<file path="config.mk">
export PLATFORM = sky130hd
export DESIGN_NAME = mp_boot_ctrl
export DESIGN_NICKNAME = d
export VERILOG_FILES = /design/src/rtl/mpctl_pkg.sv /design/src/rtl/mpctl_access.sv /design/src/rtl/mpctl_regbank.sv /design/src/rtl/mpctl_run_ctrl.sv /design/src/rtl/mp_boot_ctrl.sv
export SDC_FILE = /design/constraint.sdc
export NUM_CORES = 1
export LEC_CHECK = 0
export BUFFER_PORTS_ARGS = -buffer_cell sky130_fd_sc_hd__buf_2
export CAP_MARGIN = 10
export CORE_MARGIN = 8
export CORE_UTILIZATION = 38
export CTS_CLUSTER_SIZE = 30
export DETAILED_ROUTE_END_ITERATION = 6
export MAX_ROUTING_LAYER = met4
export SYNTH_ARGS = -nofsm -noshare
export SYNTH_HDL_FRONTEND = slang
export SYNTH_SLANG_ARGS = --single-unit
</file>
<file path="constraint.sdc">
create_clock -name clk -period 5.75 [get_ports clk]
set_input_delay 1.725 -clock clk [delete_from_list [all_inputs] [get_ports clk]]
set_output_delay 1.725 -clock clk [all_outputs]
set_load 0.05 [all_outputs]
</file>
<file path="src/rtl/mpctl_pkg.sv">
package mpctl_pkg;

    localparam int DW   = 64;
    localparam int OFFW = 8;

    localparam logic [OFFW-1:0] OFF_WHO    = 8'h00;
    localparam logic [OFFW-1:0] OFF_COUNT  = 8'h08;
    localparam logic [OFFW-1:0] OFF_MEM    = 8'h10;
    localparam logic [OFFW-1:0] OFF_PC     = 8'h18;
    localparam logic [OFFW-1:0] OFF_SP     = 8'h20;
    localparam logic [OFFW-1:0] OFF_LAUNCH = 8'h28;
    localparam logic [OFFW-1:0] OFF_PAUSE  = 8'h30;
    localparam logic [OFFW-1:0] OFF_RESUME = 8'h38;

    typedef enum logic [3:0] {
        SEL_NONE,
        SEL_WHO,
        SEL_COUNT,
        SEL_MEM,
        SEL_PC,
        SEL_SP,
        SEL_LAUNCH,
        SEL_PAUSE,
        SEL_RESUME
    } reg_sel_e;

    typedef struct packed {
        logic          wr_pc;
        logic          wr_sp;
        logic          launch;
        logic          pause;
        logic          resume;
        logic          is32;
        logic [DW-1:0] data;
    } ctl_cmd_t;

    function automatic reg_sel_e decode_off(input logic [OFFW-1:0] off);
        reg_sel_e s;
        case (off)
            OFF_WHO:    s = SEL_WHO;
            OFF_COUNT:  s = SEL_COUNT;
            OFF_MEM:    s = SEL_MEM;
            OFF_PC:     s = SEL_PC;
            OFF_SP:     s = SEL_SP;
            OFF_LAUNCH: s = SEL_LAUNCH;
            OFF_PAUSE:  s = SEL_PAUSE;
            OFF_RESUME: s = SEL_RESUME;
            default:    s = SEL_NONE;
        endcase
        return s;
    endfunction

    // Narrow writes carry a signed 32-bit quantity in the low half.
    function automatic logic [DW-1:0] widen_word(input logic [DW-1:0] d,
                                                 input logic          is32);
        return is32 ? {{32{d[31]}}, d[31:0]} : d;
    endfunction

endpackage

</file>
<file path="src/rtl/mpctl_access.sv">
module mpctl_access
    import mpctl_pkg::*;
#(
    parameter int              NUM_CORES = 4,
    parameter int              CID_W     = 2,
    parameter logic [DW-1:0]   MEM_BYTES = 64'd268435456
) (
    input  logic             clk,
    input  logic             rst,
    input  logic             req_valid,
    input  logic             req_write,
    input  logic             req_is32,
    input  logic [OFFW-1:0]  req_offset,
    input  logic [DW-1:0]    req_wdata,
    input  logic [CID_W-1:0] req_core_id,
    input  logic [DW-1:0]    start_pc,
    input  logic [DW-1:0]    start_sp,
    output ctl_cmd_t         cmd,
    output logic             rsp_valid,
    output logic [DW-1:0]    rsp_rdata
);

    reg_sel_e      sel;
    logic          wr_en;
    logic          rd_en;
    logic [DW-1:0] rd_mux;

    assign sel   = decode_off(req_offset);
    assign wr_en = req_valid && req_write;
    assign rd_en = req_valid && !req_write;

    always_comb begin
        cmd        = '0;
        cmd.is32   = req_is32;
        cmd.data   = req_wdata;
        cmd.wr_pc  = wr_en && (sel == SEL_PC);
        cmd.wr_sp  = wr_en && (sel == SEL_SP);
        cmd.launch = wr_en && (sel == SEL_LAUNCH);
        cmd.pause  = wr_en && (sel == SEL_PAUSE);
        cmd.resume = wr_en && (sel == SEL_RESUME);
    end

    always_comb begin
        case (sel)
            SEL_WHO:   rd_mux = DW'(req_core_id);
            SEL_COUNT: rd_mux = DW'(NUM_CORES);
            SEL_MEM:   rd_mux = MEM_BYTES;
            SEL_PC:    rd_mux = start_pc;
            SEL_SP:    rd_mux = start_sp;
            default:   rd_mux = '0;
        endcase
    end

    always_ff @(posedge clk) begin
        if (rst) begin
            rsp_valid <= 1'b0;
            rsp_rdata <= '0;
        end else begin
            rsp_valid <= rd_en;
            rsp_rdata <= rd_en ? rd_mux : '0;
        end
    end

endmodule

</file>
<file path="src/rtl/mpctl_regbank.sv">
module mpctl_regbank
    import mpctl_pkg::*;
#(
    parameter logic [DW-1:0] RESET_PC = 64'h0000_0000_0000_1000,
    parameter logic [DW-1:0] RESET_SP = 64'h0000_0000_0008_0000
) (
    input  logic          clk,
    input  logic          rst,
    input  logic          wr_pc,
    input  logic          wr_sp,
    input  logic          is32,
    input  logic [DW-1:0] wdata,
    output logic [DW-1:0] start_pc,
    output logic [DW-1:0] start_sp
);

    logic [DW-1:0] wide;

    assign wide = widen_word(wdata, is32);

    always_ff @(posedge clk) begin
        if (rst) begin
            start_pc <= RESET_PC;
            start_sp <= RESET_SP;
        end else begin
            if (wr_pc) start_pc <= wide;
            if (wr_sp) start_sp <= wide;
        end
    end

endmodule

</file>
<file path="src/rtl/mpctl_run_ctrl.sv">
module mpctl_run_ctrl
    import mpctl_pkg::*;
#(
    parameter int NUM_CORES = 4,
    parameter int CID_W     = 2
) (
    input  logic                 clk,
    input  logic                 rst,
    input  logic                 do_launch,
    input  logic                 do_pause,
    input  logic                 do_resume,
    input  logic [DW-1:0]        target,
    input  logic [DW-1:0]        start_pc,
    input  logic [DW-1:0]        start_sp,
    output logic [NUM_CORES-1:0] running,
    output logic [NUM_CORES-1:0] load,
    output logic [DW-1:0]        launch_pc,
    output logic [DW-1:0]        launch_sp
);

    logic             tgt_ok;
    logic [CID_W-1:0] tgt_idx;

    assign tgt_ok  = target < DW'(NUM_CORES);
    assign tgt_idx = target[CID_W-1:0];

    for (genvar i = 0; i < NUM_CORES; i++) begin : g_core
        logic hit;
        assign hit = tgt_ok && (tgt_idx == CID_W'(i));

        always_ff @(posedge clk) begin
            if (rst) begin
                running[i] <= 1'b0;
                load[i]    <= 1'b0;
            end else begin
                load[i] <= do_launch && hit;
                if (do_launch && hit)
                    running[i] <= 1'b1;
                else if (do_pause && tgt_ok && !hit)
                    running[i] <= 1'b0;
                else if (do_resume && tgt_ok && !hit)
                    running[i] <= 1'b1;
            end
        end
    end

    always_ff @(posedge clk) begin
        if (rst) begin
            launch_pc <= '0;
            launch_sp <= '0;
        end else if (do_launch && tgt_ok) begin
            launch_pc <= start_pc;
            launch_sp <= start_sp;
        end
    end

endmodule

</file>
<file path="src/rtl/mp_boot_ctrl.sv">
module mp_boot_ctrl
    import mpctl_pkg::*;
#(
    parameter int              NUM_CORES = 4,
    parameter longint unsigned RAM_MB    = 256,
    parameter logic [63:0]     RESET_PC  = 64'h0000_0000_0000_1000,
    parameter logic [63:0]     RESET_SP  = 64'h0000_0000_0008_0000,
    localparam int             CID_W     = (NUM_CORES > 1) ? $clog2(NUM_CORES) : 1
) (
    input  logic                 clk,
    input  logic                 rst,
    input  logic                 req_valid,
    input  logic                 req_write,
    input  logic                 req_is32,
    input  logic [7:0]           req_offset,
    input  logic [63:0]          req_wdata,
    input  logic [CID_W-1:0]     req_core_id,
    output logic                 rsp_valid,
    output logic [63:0]          rsp_rdata,
    output logic [NUM_CORES-1:0] core_running,
    output logic [NUM_CORES-1:0] core_load,
    output logic [63:0]          launch_pc,
    output logic [63:0]          launch_sp
);

    localparam logic [DW-1:0] MEM_BYTES = DW'(RAM_MB) << 20;

    ctl_cmd_t      cmd;
    logic [DW-1:0] start_pc;
    logic [DW-1:0] start_sp;

    mpctl_access #(
        .NUM_CORES (NUM_CORES),
        .CID_W     (CID_W),
        .MEM_BYTES (MEM_BYTES)
    ) u_access (
        .clk         (clk),
        .rst         (rst),
        .req_valid   (req_valid),
        .req_write   (req_write),
        .req_is32    (req_is32),
        .req_offset  (req_offset),
        .req_wdata   (req_wdata),
        .req_core_id (req_core_id),
        .start_pc    (start_pc),
        .start_sp    (start_sp),
        .cmd         (cmd),
        .rsp_valid   (rsp_valid),
        .rsp_rdata   (rsp_rdata)
    );

    mpctl_regbank #(
        .RESET_PC (RESET_PC),
        .RESET_SP (RESET_SP)
    ) u_regs (
        .clk      (clk),
        .rst      (rst),
        .wr_pc    (cmd.wr_pc),
        .wr_sp    (cmd.wr_sp),
        .is32     (cmd.is32),
        .wdata    (cmd.data),
        .start_pc (start_pc),
        .start_sp (start_sp)
    );

    mpctl_run_ctrl #(
        .NUM_CORES (NUM_CORES),
        .CID_W     (CID_W)
    ) u_run (
        .clk       (clk),
        .rst       (rst),
        .do_launch (cmd.launch),
        .do_pause  (cmd.pause),
        .do_resume (cmd.resume),
        .target    (cmd.data),
        .start_pc  (start_pc),
        .start_sp  (start_sp),
        .running   (core_running),
        .load      (core_load),
        .launch_pc (launch_pc),
        .launch_sp (launch_sp)
    );

endmodule

</file>
==> run metrics <==
Mean Syn Cell Area around 8.7 um^2; Hold Crit Class flop to flop; status complete, no violations; fin area 0.0152 mm^2; Layout area overhead 22.2%; layout cells sized above 1 about 23%; Yosys top cell by area dfxtp_1; Post-synth top cells dfxtp_1, a21oi_1, nand2_1; clock-pin slew on the worst setup and hold paths about 60 ps; num rows 66; final hold vios 0; Gates resized, CTS repair 0; cell depth of the worst min-delay path 2; crit path cell chain buf_2 -> nor4_1 -> and4_1 -> and2_4 -> buf_4 -> nand4_1 -> a21oi_1; max-cap violations 0; Min Clock Period, post-route a little over 4000 ps; first-pass GRT wire length ~70000 um; post-route setup TNS 0 ps; worst-margin pin slew roughly 1200 ps; final setup skew roughly 11 ps; fin crit share about 72%; r2r worst-path depth 3; Die H roughly 200 um; Setup WS post-layout between 1500 and 2000 ps; total CTS buffers 36; worst slack at placement between 1000 and 1500 ps; slowest stage delay, CP around 710 ps; placed cell area approximately 0.014 mm^2; placed cell count 2014; RSZ-0062 raised after global routing no; Die Area around 0.039 mm^2; initial antenna violation count 9; Post-Syn Nets 1510; Arr. time, crit path around 4600 ps; routed via count 11700; Synth Area in XOR/XNOR less than 1%; DR WL/cell between 20 and 25 um; Fmax roughly 240 MHz; CP top delay family simple AND/OR/NAND/NOR gates; Main synth FF type dfxtp_1; Port Buffers around 280; largest family of logic cells by synthesized area compound AO/OA/AOI/OAI gates; Post-Route WL roughly 45000 um; pin count of the biggest net entering global routing between 100 and 150; TritonCTS clock tree yes; I/O pins 280; Fill cells between 3000 and 4000; post-DP HPWL between 20000 and 30000 um; Simple-Gate Fraction of Synth Area approximately 18%; Crit. End Element flop; clock buffer depth 3; Post-CTS Repair Setup Buffers 0; post-synthesis adder-cell area fraction 0%; Layout Nets between 1500 and 2000; count leader, synth dfxtp_1; number of enable-type register cells in the synthesized netlist 0; final setup fails 0; Core Footprint 0.0324 mm^2; GRT Total Usage between 20 and 25%; hold slack final approximately 470 ps; cts hold-fix bufs 0; share of the synthesized area in the top cell type between 50% and 60%; worst skew pair latency ~500 ps; die width between 150 and 200 um; CP Launch Type input pin; Starting Density 38.4%; CP max FO 65; FF+latch area roughly 0.0066 mm^2; clock sink count around 330; mux cell area share after synthesis less than 1%; global placer's final weighted congestion between 0.8 and 0.9; H-tree depth 2; Critical Path RT 6170 ps; Static Leak approximately 5.5 nW; CP max-delay cell and2_4; PnR Total Power just under 5 mW; count of pins over their slew limit 0; pwr/cell area 321 mW/mm^2; multi-input logic area 0.00511 mm^2; WP depth 7; kind of critical path input pin to flop; DRC violations left 0; Final Core Density approximately 47%; vias per std cell ~5.6; worst path bufs/invs 2; library cells used by synthesis 37; First DRT Iteration DRCs ~860; Root Driver clkbuf_16; share of synthesized registers carrying an async set or reset 0%; complex-gate fraction of the synthesized area 22.8%; Post-Syn Instances ~1400; post-route insts no fill ~2100; vias in the first global route roughly 12000; relative slew slack between 20% and 30%; remaining antenna violation count after routing 0; Congestion Overflow GR 0; DRT Pass-1 Iters 5; Ys Warns 0; sequential area share after synthesis between 50% and 60%; Post-Syn Area 0.0124 mm^2; maximum VDD drop around 0.00017 V; top post-synthesis cells by area dfxtp_1, a21oi_1, nand4_1, o21ai_0, nand2_1; Seq cells post-synth ~330
[power by group]
group | internal [mW] | switching [mW]
clock | 1.52 | 0.922
sequential | 2.28 | 0.000811
combinational | 0.0373 | 0.114
total | 3.84 | 1.04
[cells in the final DEF, fill, tap and decap left out, drive strengths merged, types with 3 or more instances in the layout]
cell	instances
nor3	5
a211oi	64
bufinv	6
a22oi	63
nand2	132
and4	3
or4	3
diode	12
inv	5
dfxtp	329
clkinv	6
nor2	131
nand4	130
clkbuf	51
o21ai	130
a21oi	227
nor4	17
xnor2	3
nor2b	5
buf	297
nand3	7
[cells by family (layout without fill, tap and decap cells)]
| group | after synthesis | count (layout) |
|---|---|---|
| compound gates | 491 | 491 |
| xor+xnor | 3 | 3 |
| buf+inv | 162 | 366 |
| flops | 329 | 329 |
| mux | 2 | 2 |
| other cells | 0 | 12 |
| simple gates | 444 | 444 |
[worst paths after layout]
kind,slack (ps),start,endpoint
min,470,u_run.launch_sp[55],u_run.launch_sp[55]
max,1600,req_wdata[59],u_run.launch_pc[37]
max reg2reg,4780,u_regs.start_sp[1],u_access.rsp_rdata[1]
min reg2reg,470,u_run.launch_sp[55],u_run.launch_sp[55]
[worst register-to-register path: cells and delay by family, from the launching register on]
kind | cells | cell delay, ps
flops | 1 | 330
compound gates | 1 | 130
mux | 1 | 270
simple gates | 1 | 70
[flip-flops by register name (all words and copies together) (netlist names)]
name                flops
u_run.launch_pc        64
u_run.load              4
u_regs.start_pc        64
u_run.running           4
u_access.rsp_rdata     64
u_run.launch_sp        64
u_regs.start_sp        64
u_access.rsp_valid      1
[area by class of cell]
cell class | count | share of cell area (%)
antenna | 12 | 0.198
clock buffer | 50 | 6.82
clock inverter | 13 | 1.43
inverter | 5 | 0.124
multi-input combinational | 940 | 33.7
sequential | 329 | 43.4
tap | 442 | 3.64
timing repair buffer | 298 | 10.7
[routing by layer]
metal / vias up / wire [um] / global-route usage, %
li1: 5538 / - / -
met4: 0 / 961 / 6.44
met1: 5627 / 19600 / 28.7
met2: 485 / 20500 / 35.4
met3: 67 / 3450 / 5.41
met5: - / 0 / -
Power figures use the tool's default switching activity.
